===== config.mk =====
export PLATFORM = sky130hd
export DESIGN_NAME = vid_pixel_gen
export DESIGN_NICKNAME = d
export VERILOG_FILES = /design/src/rtl/vpg_pkg.sv /design/src/rtl/vpg_addr_gen.sv /design/src/rtl/vpg_glyph_rom.sv /design/src/rtl/vpg_shade.sv /design/src/rtl/vid_pixel_gen.sv
export SDC_FILE = /design/constraint.sdc
export NUM_CORES = 1
export LEC_CHECK = 0
export ABC_CLOCK_PERIOD_IN_PS = 9800
export CELL_PAD_IN_SITES_DETAIL_PLACEMENT = 1
export CELL_PAD_IN_SITES_GLOBAL_PLACEMENT = 2
export CORE_MARGIN = 2
export CORE_UTILIZATION = 40
export CTS_BUF_LIST = sky130_fd_sc_hd__clkbuf_8
export CTS_CLUSTER_DIAMETER = 120
export DETAILED_ROUTE_END_ITERATION = 10
export DONT_BUFFER_PORTS = 1
export PLACE_DENSITY = 0.87
export SYNTH_ARGS = -nofsm -noshare
export SYNTH_HDL_FRONTEND = slang
export SYNTH_SLANG_ARGS = --single-unit

===== constraint.sdc =====
create_clock -name clk -period 9.8 [get_ports clk]
set_input_delay 1.96 -clock clk [delete_from_list [all_inputs] [get_ports clk]]
set_output_delay 1.96 -clock clk [all_outputs]
set_load 0.05 [all_outputs]

===== src/rtl/vpg_pkg.sv =====
package vpg_pkg;

   // attribute byte: background nibble high, foreground nibble low
   // nibble layout: {bright, blue, green, red}
   typedef struct packed {
      logic [3:0] bg;
      logic [3:0] fg;
   } vpg_attr_t;

   function automatic logic [2:0] vpg_level(input logic       on,
                                            input logic       hi,
                                            input logic [2:0] lvl_norm,
                                            input logic [2:0] lvl_bright);
      if (!on)
         return 3'd0;
      return hi ? lvl_bright : lvl_norm;
   endfunction

endpackage


===== src/rtl/vpg_addr_gen.sv =====
module vpg_addr_gen #(
   parameter int XW       = 10,
   parameter int YW       = 10,
   parameter int AW       = 16,
   parameter int COLS     = 80,
   parameter int CELL_LG2 = 3
) (
   input  logic          clk,
   input  logic          rst_n,
   input  logic [XW-1:0] pix_x,
   input  logic [YW-1:0] pix_y,
   input  logic          bitmap,
   input  logic [AW-1:0] scroll,
   output logic [AW-1:0] addr
);

   logic [AW-1:0] line_idx;
   logic [AW-1:0] col_idx;

   // text mode counts character rows, bitmap mode counts pixel lines
   assign line_idx = bitmap ? AW'(pix_y) : AW'(pix_y >> CELL_LG2);
   assign col_idx  = AW'(pix_x >> CELL_LG2);
   assign addr     = line_idx * AW'(COLS) + col_idx + scroll;

   // one fetch address covers a whole cell while x steps inside it
   p_cell_addr_hold_r1: assert property (@(posedge clk) disable iff (!rst_n)
      (pix_x[CELL_LG2-1:0] != '0 && pix_x == $past(pix_x) + 1'b1 &&
       pix_y == $past(pix_y) && $stable(scroll) && $stable(bitmap))
      |-> $stable(addr))
      else $error("fetch address moved inside a cell");

endmodule


===== src/rtl/vpg_glyph_rom.sv =====
module vpg_glyph_rom #(
   parameter int CELL_LG2 = 3,
   parameter int VARIANT  = 0
) (
   input  logic [7:0]          code,
   input  logic [CELL_LG2-1:0] row,
   output logic [7:0]          bits
);

   generate
      if (VARIANT == 0) begin : g_rotate
         logic [15:0] dbl;
         assign dbl  = {code, code} << row;
         assign bits = dbl[15:8];
      end else begin : g_shift
         assign bits = code >> row;
      end
   endgenerate

endmodule


===== src/rtl/vpg_shade.sv =====
module vpg_shade
   import vpg_pkg::*;
#(
   parameter int CELL_LG2   = 3,
   parameter int LVL_NORM   = 5,
   parameter int LVL_BRIGHT = 7
) (
   input  logic [7:0]          attr_raw,
   input  logic [7:0]          default_attr,
   input  logic                bitmap,
   input  logic                cursor,
   input  logic [7:0]          pix_byte,
   input  logic [CELL_LG2-1:0] col,
   output logic [2:0]          r,
   output logic [2:0]          g,
   output logic [2:0]          b
);

   localparam logic [CELL_LG2-1:0] LAST_COL = CELL_LG2'((1 << CELL_LG2) - 1);

   vpg_attr_t  eff;
   logic       lit;
   logic [3:0] nib;

   always_comb begin
      if (bitmap || attr_raw == 8'd0)
         eff = vpg_attr_t'(default_attr);
      else
         eff = vpg_attr_t'(attr_raw);
      lit = pix_byte[LAST_COL - col];
      nib = (lit != cursor) ? eff.fg : eff.bg;
   end

   assign r = vpg_level(nib[0], nib[3], 3'(LVL_NORM), 3'(LVL_BRIGHT));
   assign g = vpg_level(nib[1], nib[3], 3'(LVL_NORM), 3'(LVL_BRIGHT));
   assign b = vpg_level(nib[2], nib[3], 3'(LVL_NORM), 3'(LVL_BRIGHT));

endmodule


===== src/rtl/vid_pixel_gen.sv =====
module vid_pixel_gen #(
   parameter int XW            = 10,
   parameter int YW            = 10,
   parameter int AW            = 16,
   parameter int COLS          = 80,
   parameter int ROWS          = 60,
   parameter int CELL_LG2      = 3,
   parameter int LVL_NORM      = 5,
   parameter int LVL_BRIGHT    = 7,
   parameter int CURSOR_EN     = 1,
   parameter int GLYPH_VARIANT = 0
) (
   input  logic          clk,
   input  logic          rst_n,
   input  logic [XW-1:0] pix_x,
   input  logic [YW-1:0] pix_y,
   input  logic          pix_de,
   input  logic          mode_bitmap,
   input  logic [AW-1:0] scroll_off,
   input  logic [AW-1:0] cursor_pos,
   input  logic [7:0]    default_attr,
   output logic [AW-1:0] mem_addr,
   input  logic [15:0]   mem_rdata,
   output logic [2:0]    vga_r,
   output logic [2:0]    vga_g,
   output logic [2:0]    vga_b
);

   localparam int CELL  = 1 << CELL_LG2;
   localparam int H_PIX = COLS * CELL;
   localparam int V_PIX = ROWS * CELL;

   generate
      if (CELL != 8) begin : g_bad_cell
         $error("a memory byte must cover exactly one cell row");
      end
      if ((1 << XW) < H_PIX || (1 << YW) < V_PIX) begin : g_bad_pos
         $error("position inputs too narrow for the raster");
      end
      if (LVL_NORM > 7 || LVL_BRIGHT > 7) begin : g_bad_lvl
         $error("colour levels exceed 3 bits");
      end
      if ((1 << AW) < COLS * V_PIX) begin : g_bad_aw
         $error("address too narrow for bitmap mode");
      end
   endgenerate

   // stage 0: fetch address
   vpg_addr_gen #(
      .XW(XW), .YW(YW), .AW(AW), .COLS(COLS), .CELL_LG2(CELL_LG2)
   ) u_addr (
      .clk(clk), .rst_n(rst_n),
      .pix_x(pix_x), .pix_y(pix_y),
      .bitmap(mode_bitmap), .scroll(scroll_off),
      .addr(mem_addr)
   );

   logic cursor_hit;
   generate
      if (CURSOR_EN != 0) begin : g_cursor
         assign cursor_hit = !mode_bitmap && (mem_addr == cursor_pos);
      end else begin : g_no_cursor
         assign cursor_hit = 1'b0;
      end
   endgenerate

   // stage 1: aligned with returning memory data
   logic                s1_de;
   logic                s1_bitmap;
   logic                s1_cursor;
   logic [CELL_LG2-1:0] s1_col;
   logic [CELL_LG2-1:0] s1_row;

   always_ff @(posedge clk) begin
      if (!rst_n) begin
         s1_de     <= 1'b0;
         s1_bitmap <= 1'b0;
         s1_cursor <= 1'b0;
         s1_col    <= '0;
         s1_row    <= '0;
      end else begin
         s1_de     <= pix_de;
         s1_bitmap <= mode_bitmap;
         s1_cursor <= cursor_hit;
         s1_col    <= pix_x[CELL_LG2-1:0];
         s1_row    <= pix_y[CELL_LG2-1:0];
      end
   end

   logic [7:0] glyph_bits;
   logic [7:0] pix_byte;
   logic [2:0] nx_r, nx_g, nx_b;

   vpg_glyph_rom #(
      .CELL_LG2(CELL_LG2), .VARIANT(GLYPH_VARIANT)
   ) u_glyph (
      .code(mem_rdata[7:0]), .row(s1_row), .bits(glyph_bits)
   );

   assign pix_byte = s1_bitmap ? mem_rdata[7:0] : glyph_bits;

   vpg_shade #(
      .CELL_LG2(CELL_LG2), .LVL_NORM(LVL_NORM), .LVL_BRIGHT(LVL_BRIGHT)
   ) u_shade (
      .attr_raw(mem_rdata[15:8]), .default_attr(default_attr),
      .bitmap(s1_bitmap), .cursor(s1_cursor),
      .pix_byte(pix_byte), .col(s1_col),
      .r(nx_r), .g(nx_g), .b(nx_b)
   );

   // stage 2: output registers, blanked outside the active area
   always_ff @(posedge clk) begin
      if (!rst_n) begin
         vga_r <= 3'd0;
         vga_g <= 3'd0;
         vga_b <= 3'd0;
      end else if (!s1_de) begin
         vga_r <= 3'd0;
         vga_g <= 3'd0;
         vga_b <= 3'd0;
      end else begin
         vga_r <= nx_r;
         vga_g <= nx_g;
         vga_b <= nx_b;
      end
   end

   // an inactive pixel in the pipeline gives black one edge later
   p_blank_r8: assert property (@(posedge clk) disable iff (!rst_n)
      !s1_de |=> (vga_r == 3'd0 && vga_g == 3'd0 && vga_b == 3'd0))
      else $error("colour outside active area");

   // every channel sits on a legal level
   p_legal_level_r7: assert property (@(posedge clk) disable iff (!rst_n)
      ((vga_r == 3'd0 || vga_r == 3'(LVL_NORM) || vga_r == 3'(LVL_BRIGHT)) &&
       (vga_g == 3'd0 || vga_g == 3'(LVL_NORM) || vga_g == 3'(LVL_BRIGHT)) &&
       (vga_b == 3'd0 || vga_b == 3'(LVL_NORM) || vga_b == 3'(LVL_BRIGHT))))
      else $error("illegal colour level");

   // one brightness bit drives all three channels of a pixel
   p_shared_bright_r7: assert property (@(posedge clk) disable iff (!rst_n)
      (vga_r == 3'(LVL_NORM) || vga_g == 3'(LVL_NORM) || vga_b == 3'(LVL_NORM))
      |-> (vga_r != 3'(LVL_BRIGHT) && vga_g != 3'(LVL_BRIGHT) &&
           vga_b != 3'(LVL_BRIGHT)))
      else $error("mixed brightness across channels");

endmodule


==> impl_metrics.ini, run 1 <==
[global_route]
antenna_found_initial = 0
grt_max_degree = 14
grt_pass1_vias = 2715
grtUsageTotal = 0.197
grt-ovfl-total = 0
grt_pass1_wl_microns = 13400

[setup_path]
cp-start-kind = input pin
cp_common_cell = a21oi_1
path_max_fanout = 12
path_buf_inv = 0
crit_cells = 16
critPathCaptureType = output port
cp_data_arrival_time_ns = 6.15
critical_path.cell_chain = mux2_2, ha_1, ha_1, a21o_1, a21oi_1, o21bai_1, a21oi_1, xnor2_1, ha_1, ha_1, a21oi_1, o21ai_1, a21oi_1, o21ai_1, a21oi_1, xor2_1
r2r_cells = 8
cpPeakStageDelay_ns = 0.85
crit_slowest_cell = xor2_1
crit_type = in -> out
critPathTopFamily = compound AO/OA/AOI/OAI gates
cp.required_ns = 7.84

[clock_network]
cts_sinks = 15
ctsLongestPathBuffers = 2
clk-insertion-delay-late_ns = 0.25
hold_buffers = 0
cts_buffers = 3
cts_setup_buffers = 0
cts.repair.resized = 0
cts_root_buffer = clkbuf_8
cts.htree.levels = 1
cts_tree = done
path_clk_slew_ns = 0.06

[layout]
nFillCells = 882
final_nets = 463
syn_to_final_growth_pct = 3.52
final_common_cell = ha_1
final_layout_size_suffix_gt1_frac = 0.0925
diodes = 0
layout_common_cells = 42 x ha_1, 24 x a21oi_1, 23 x xnor2_1

[floorplanning]
core_area_sq_mm = 0.00729
rows = 31
pin_count = 105
dieArea_sq_mm = 0.00827
die_w_microns = 90.9
start_util = 0.414
die_h_microns = 90.9

[run_status]
status = complete, no violations

[power_and_ir_drop]
finalPower_uw = 704
p_per_area_mw_per_mm2 = 225
ir_worst_vdd_mv = 0.166
p_leak_nw = 1.32

[timing]
slew_violations = 0
timing.slew.headroom = 0.197
finalCritPeriodShare = 0.828
finalSetupViolCount = 0
fin_tns_setup_ns = 0
finClkSkew_ns = 0.000796
fin_crit_ns = 8.11
worst_pin_slew_ns = 1.20
rsz0062_at_grt = false
hold_violations = 0
fin_ws_ns = 1.69
fmax_mhz = 123

[logic_synthesis]
synth_edf_count = 0
ys.flop_type = dfxtp_1
async_flop_share = 0
synth.avg_cell_area_sq_um = 8.73
synth-seq-cells = 15
synth_seq_area_share = 0.0994
yosys.cell_types.count = 58
ys.warnings.count = 0
syn_area_sq_mm = 0.00302
synth_fp_nets = 473
syn_inst = 346

[routing]
via_per_inst = 5.88
final_antenna_net_count = 0
drc = 0
first_pass_iters = 4
wl_microns = 8340
drt_iter0_drc = 58
dr_total_vias = 2553
avgRoutedWirePerCell_microns = 19.2

[min_path]
hold_path_class = reg -> reg
whs_path_depth = 2

[place]
globalplace.congestion = 0.846
dp_slack_ns = 1.70
dp_hpwl_microns = 7160
portBuffers = 0

[job]
maxCapViolCount = 0
==> final cells by class <==
type                    count  area (sq um)  share of cell area
clock inverters             1          7.51             0.00240
repair buffers              4          30.0             0.00960
multi-input cells         290          2540               0.813
inverters                  22          82.6              0.0264
well taps                  99           124              0.0396
clock buffers               3          41.3              0.0132
flip-flops and latches     15           300              0.0960
==> sequential cells by signal, summed over array words and instances, names as in the netlist <==
| name | cells |
|---|---|
| s1_de | 1 |
| vga_r | 2 |
| s1_bitmap | 1 |
| vga_b | 2 |
| s1_cursor | 1 |
| s1_row | 3 |
| vga_g | 2 |
| s1_col | 3 |
==> synthesized netlist by cell type, drive strengths merged (11+ instances only) <==
cell type | number | area [sq um]
a21oi | 24 | 120
nor2 | 14 | 52.6
ha | 42 | 526
inv | 22 | 82.6
and2 | 11 | 68.8
mux4 | 13 | 293
xnor2 | 23 | 201
clkbuf | 12 | 45.0
o21ai | 12 | 60.1
nand2 | 16 | 60.1
dfxtp | 15 | 300
nor2b | 13 | 81.3
==> worst min-delay path, cell delays in order, from the launching register on <==
cell     delay (ns)
dfxtp_1        0.30
nand2_1        0.18
nor2b_1        0.07
==> cell families (layout without fill, tap and decap cells) <==
group | after synthesis | after routing | share of synthesized area
AOI/OAI and AO/OA | 83 | 83 | 0.181
muxes | 29 | 29 | 0.153
xor gates and xnor gates | 36 | 36 | 0.128
buffers and inverters | 41 | 30 | 0.0592
adders and majority gates | 47 | 47 | 0.207
and+or+nand+nor | 95 | 95 | 0.172
DFF | 15 | 15 | 0.0994
==> routing by layer <==
metal,track usage,vias up,wire length (microns)
li1,-,1262,-
met1,0.234,1217,3530
met2,0.368,66,4270
met3,0.0426,8,459
met4,0.0341,0,84
met5,0,-,0
==> final timing paths <==
kind / start / endpoint / slack [ns]
hold / removal: s1_de / vga_r[0] / 0.59
setup reg to reg: s1_row[0] / vga_r[0] / 6.34
setup / recovery: mode_bitmap / mem_addr[15] / 1.69
hold reg to reg: s1_de / vga_r[0] / 0.59
==> per-stage QoR <==
stage,hold slack (ns),instances,util,area (sq um)
after floorplan,0.523,346,-,3020
after CTS,0.605,434,0.429,3130
final,0.594,434,0.429,3130
after detailed placement,0.592,430,0.422,3080
after global placement,0.586,430,0.422,3080
after global routing,0.646,434,0.429,3130
==> power breakdown <==
group	leakage, nW	switching, mW	internal, mW	total [mW]
Sequential	0.123	0.0104	0.0637	0.0741
Combinational	1.18	0.379	0.199	0.578
Clock	0.0217	0.0231	0.0285	0.0516
Total	1.32	0.413	0.291	0.704
No activity file was read; power rests on OpenSTA's default activity.
==> run 2, diff against run 1 <==
--- a/config.mk
+++ b/config.mk
@@ -5,16 +5,16 @@
 export SDC_FILE = /design/constraint.sdc
 export NUM_CORES = 1
 export LEC_CHECK = 0
-export ABC_CLOCK_PERIOD_IN_PS = 9800
+export ABC_CLOCK_PERIOD_IN_PS = 8200
 export CELL_PAD_IN_SITES_DETAIL_PLACEMENT = 1
 export CELL_PAD_IN_SITES_GLOBAL_PLACEMENT = 2
 export CORE_MARGIN = 2
-export CORE_UTILIZATION = 40
+export CORE_UTILIZATION = 38
 export CTS_BUF_LIST = sky130_fd_sc_hd__clkbuf_8
 export CTS_CLUSTER_DIAMETER = 120
 export DETAILED_ROUTE_END_ITERATION = 10
 export DONT_BUFFER_PORTS = 1
-export PLACE_DENSITY = 0.87
+export PLACE_DENSITY = 0.84
 export SYNTH_ARGS = -nofsm -noshare
 export SYNTH_HDL_FRONTEND = slang
 export SYNTH_SLANG_ARGS = --single-unit
==> constraint.sdc (replaced) <==
create_clock -name clk -period 8.2 [get_ports clk]
set_input_delay 1.64 -clock clk [delete_from_list [all_inputs] [get_ports clk]]
set_output_delay 1.64 -clock clk [all_outputs]
set_load 0.05 [all_outputs]
==> run 2 against run 1 <==
Effect of this change: global-route usage fell by 1.2 points; clock power rose by 16%; first-iteration DRC count rose by 17%; sequential cell count did not move; sequential share of layout area fell by 0.091 points; total power rose by 24%; register-to-register slack got worse by 1.6 ns.
==> impl_metrics.ini, run 2 (synthesis gave the netlist of run 1 again) <==
[clock_network]
path_clk_slew_ns = 0.07
ctsLongestPathBuffers = 2
cts_sinks = 15
cts.htree.levels = 1
cts_tree = done
cts_root_buffer = clkbuf_8
hold_buffers = 0
cts_buffers = 3
cts.repair.resized = 0
clk-insertion-delay-late_ns = 0.26
cts_setup_buffers = 0

[power_and_ir_drop]
p_per_area_mw_per_mm2 = 276
p_switching_uw = 500
seqPwrFrac = 0.101
p_int_uw = 372
sw_frac_of_total = 0.574
finalPower_uw = 872
ir_worst_vdd_mv = 0.213
clkPwrFrac = 0.069
p_leak_nw = 1.35
comb_power_share = 0.830

[floorplanning]
rows = 32
dieArea_sq_mm = 0.00868
pin_count = 105
die_w_microns = 93.2
start_util = 0.391
die_h_microns = 93.2
core_area_sq_mm = 0.00773

[timing]
rsz0062_at_grt = false
timing.slew.headroom = 0.262
hold_violations = 0
worst_pin_slew_ns = 1.10
fin_tns_setup_ns = 0
slew_violations = 0
fin_crit_ns = 7.04
finalCritPeriodShare = 0.859
fmax_mhz = 142
finalSetupViolCount = 0
finClkSkew_ns = 0.00986

[layout]
nFillCells = 921
layout_common_cells = 42 x ha_1, 24 x a21oi_1, 23 x xnor2_1
final_nets = 467
final_common_cell = ha_1
final_layout_size_suffix_gt1_frac = 0.100
diodes = 0
fin_util = 0.409
reg_top3 = s1_col x3, s1_row x3
syn_to_final_growth_pct = 4.51

[routing]
dr_total_vias = 2553
via_per_inst = 5.79
drt_iter0_drc = 68
first_pass_iters = 4
wl_microns = 8100
avgRoutedWirePerCell_microns = 18.4
final_antenna_net_count = 0
drc = 0

[place]
portBuffers = 0
dp_hpwl_microns = 6990
globalplace.congestion = 0.796

[setup_path]
path_max_fanout = 12
crit_slowest_cell = fa_1
cp_data_arrival_time_ns = 5.40
r2r_cells = 8
cp-start-kind = input pin
cpPeakStageDelay_ns = 0.48
cp.required_ns = 6.56
cp_common_cell = ha_1
critical_path.cell_chain = mux2_2, ha_1, ha_1, inv_1, fa_1, inv_1, ha_1, ha_1, a21o_1, or3_1, o211ai_1, a21oi_1, nor2_1, inv_1, a21oi_1, xnor2_1, buf_4
crit_type = in -> out
critPathCaptureType = output port

[global_route]
antenna_found_initial = 0
grtUsageTotal = 0.186
grt_pass1_vias = 2645
grt-ovfl-total = 0
grt_pass1_wl_microns = 13000
grt_max_degree = 14

[min_path]
hold_path_class = reg -> reg
whs_path_depth = 2

[job]
maxCapViolCount = 0

[run_status]
status = complete, no violations
## run 2: changes by cell type in the layout (fill, tap and decap cells not counted)
cell	previous run	this run
inv_1	21	22
buf_4	4	8
clkinvlp_4	1	0
## run 2: metrics by stage
step                hold WS [ns]  worst slack, ns  instance area [sq um]  cells
floorplan                  0.523            0.772                   3020    346
global placement           0.590             1.15                   3110    437
detailed placement         0.598             1.17                   3110    437
CTS                        0.601             1.15                   3160    441
global route               0.672            0.919                   3160    441
finish                     0.592             1.16                   3160    441
## run 2: final cells by class
type	instances	area, sq um	area share
Multi-Input combinational cell	290	2540	0.805
Sequential cell	15	300	0.0951
Tap cell	102	128	0.0404
Inverter	22	82.6	0.0261
Timing Repair Buffer	8	60.1	0.0190
Clock buffer	3	41.3	0.0131
Clock inverter	1	3.75	0.00119
## run 2: path summary, 6_finish.rpt
check                                  from      endpoint  slack (ns)
worst min-delay path                  s1_de      vga_g[0]        0.59
worst max-delay path            mode_bitmap  mem_addr[13]        1.16
worst min register to register        s1_de      vga_g[0]        0.59
worst max register to register    s1_row[0]      vga_r[0]        4.71
## run 2: critical path: cells and delay by family
kind | cells | cell delay, ns
multiplexers | 1 | 0.34
buffers and inverters | 4 | 0.41
AND/OR/NAND/NOR | 2 | 0.51
adder cells (fa/ha/maj) | 5 | 1.57
XOR/XNOR | 1 | 0.13
AO/OA/AOI/OAI | 4 | 0.78
## run 2: power groups by stage
stage	clock (mW)	sequential (mW)	combinational [mW]
6_report	0.0600	0.0884	0.724
4_1_cts	0.0609	0.0886	0.727
3_3_place_gp	0	0.0899	0.717
5_1_grt	0.0644	0.0894	0.783
3_5_place_dp	0	0.0902	0.722
2_1_floorplan	0	0.0829	0.581
## run 2: routing by layer
layer,part of all wire,global-route usage
met1,0.42,0.230
met2,0.52,0.344
met3,0.052,0.0274
met4,0.0075,0.0331
met5,0,0
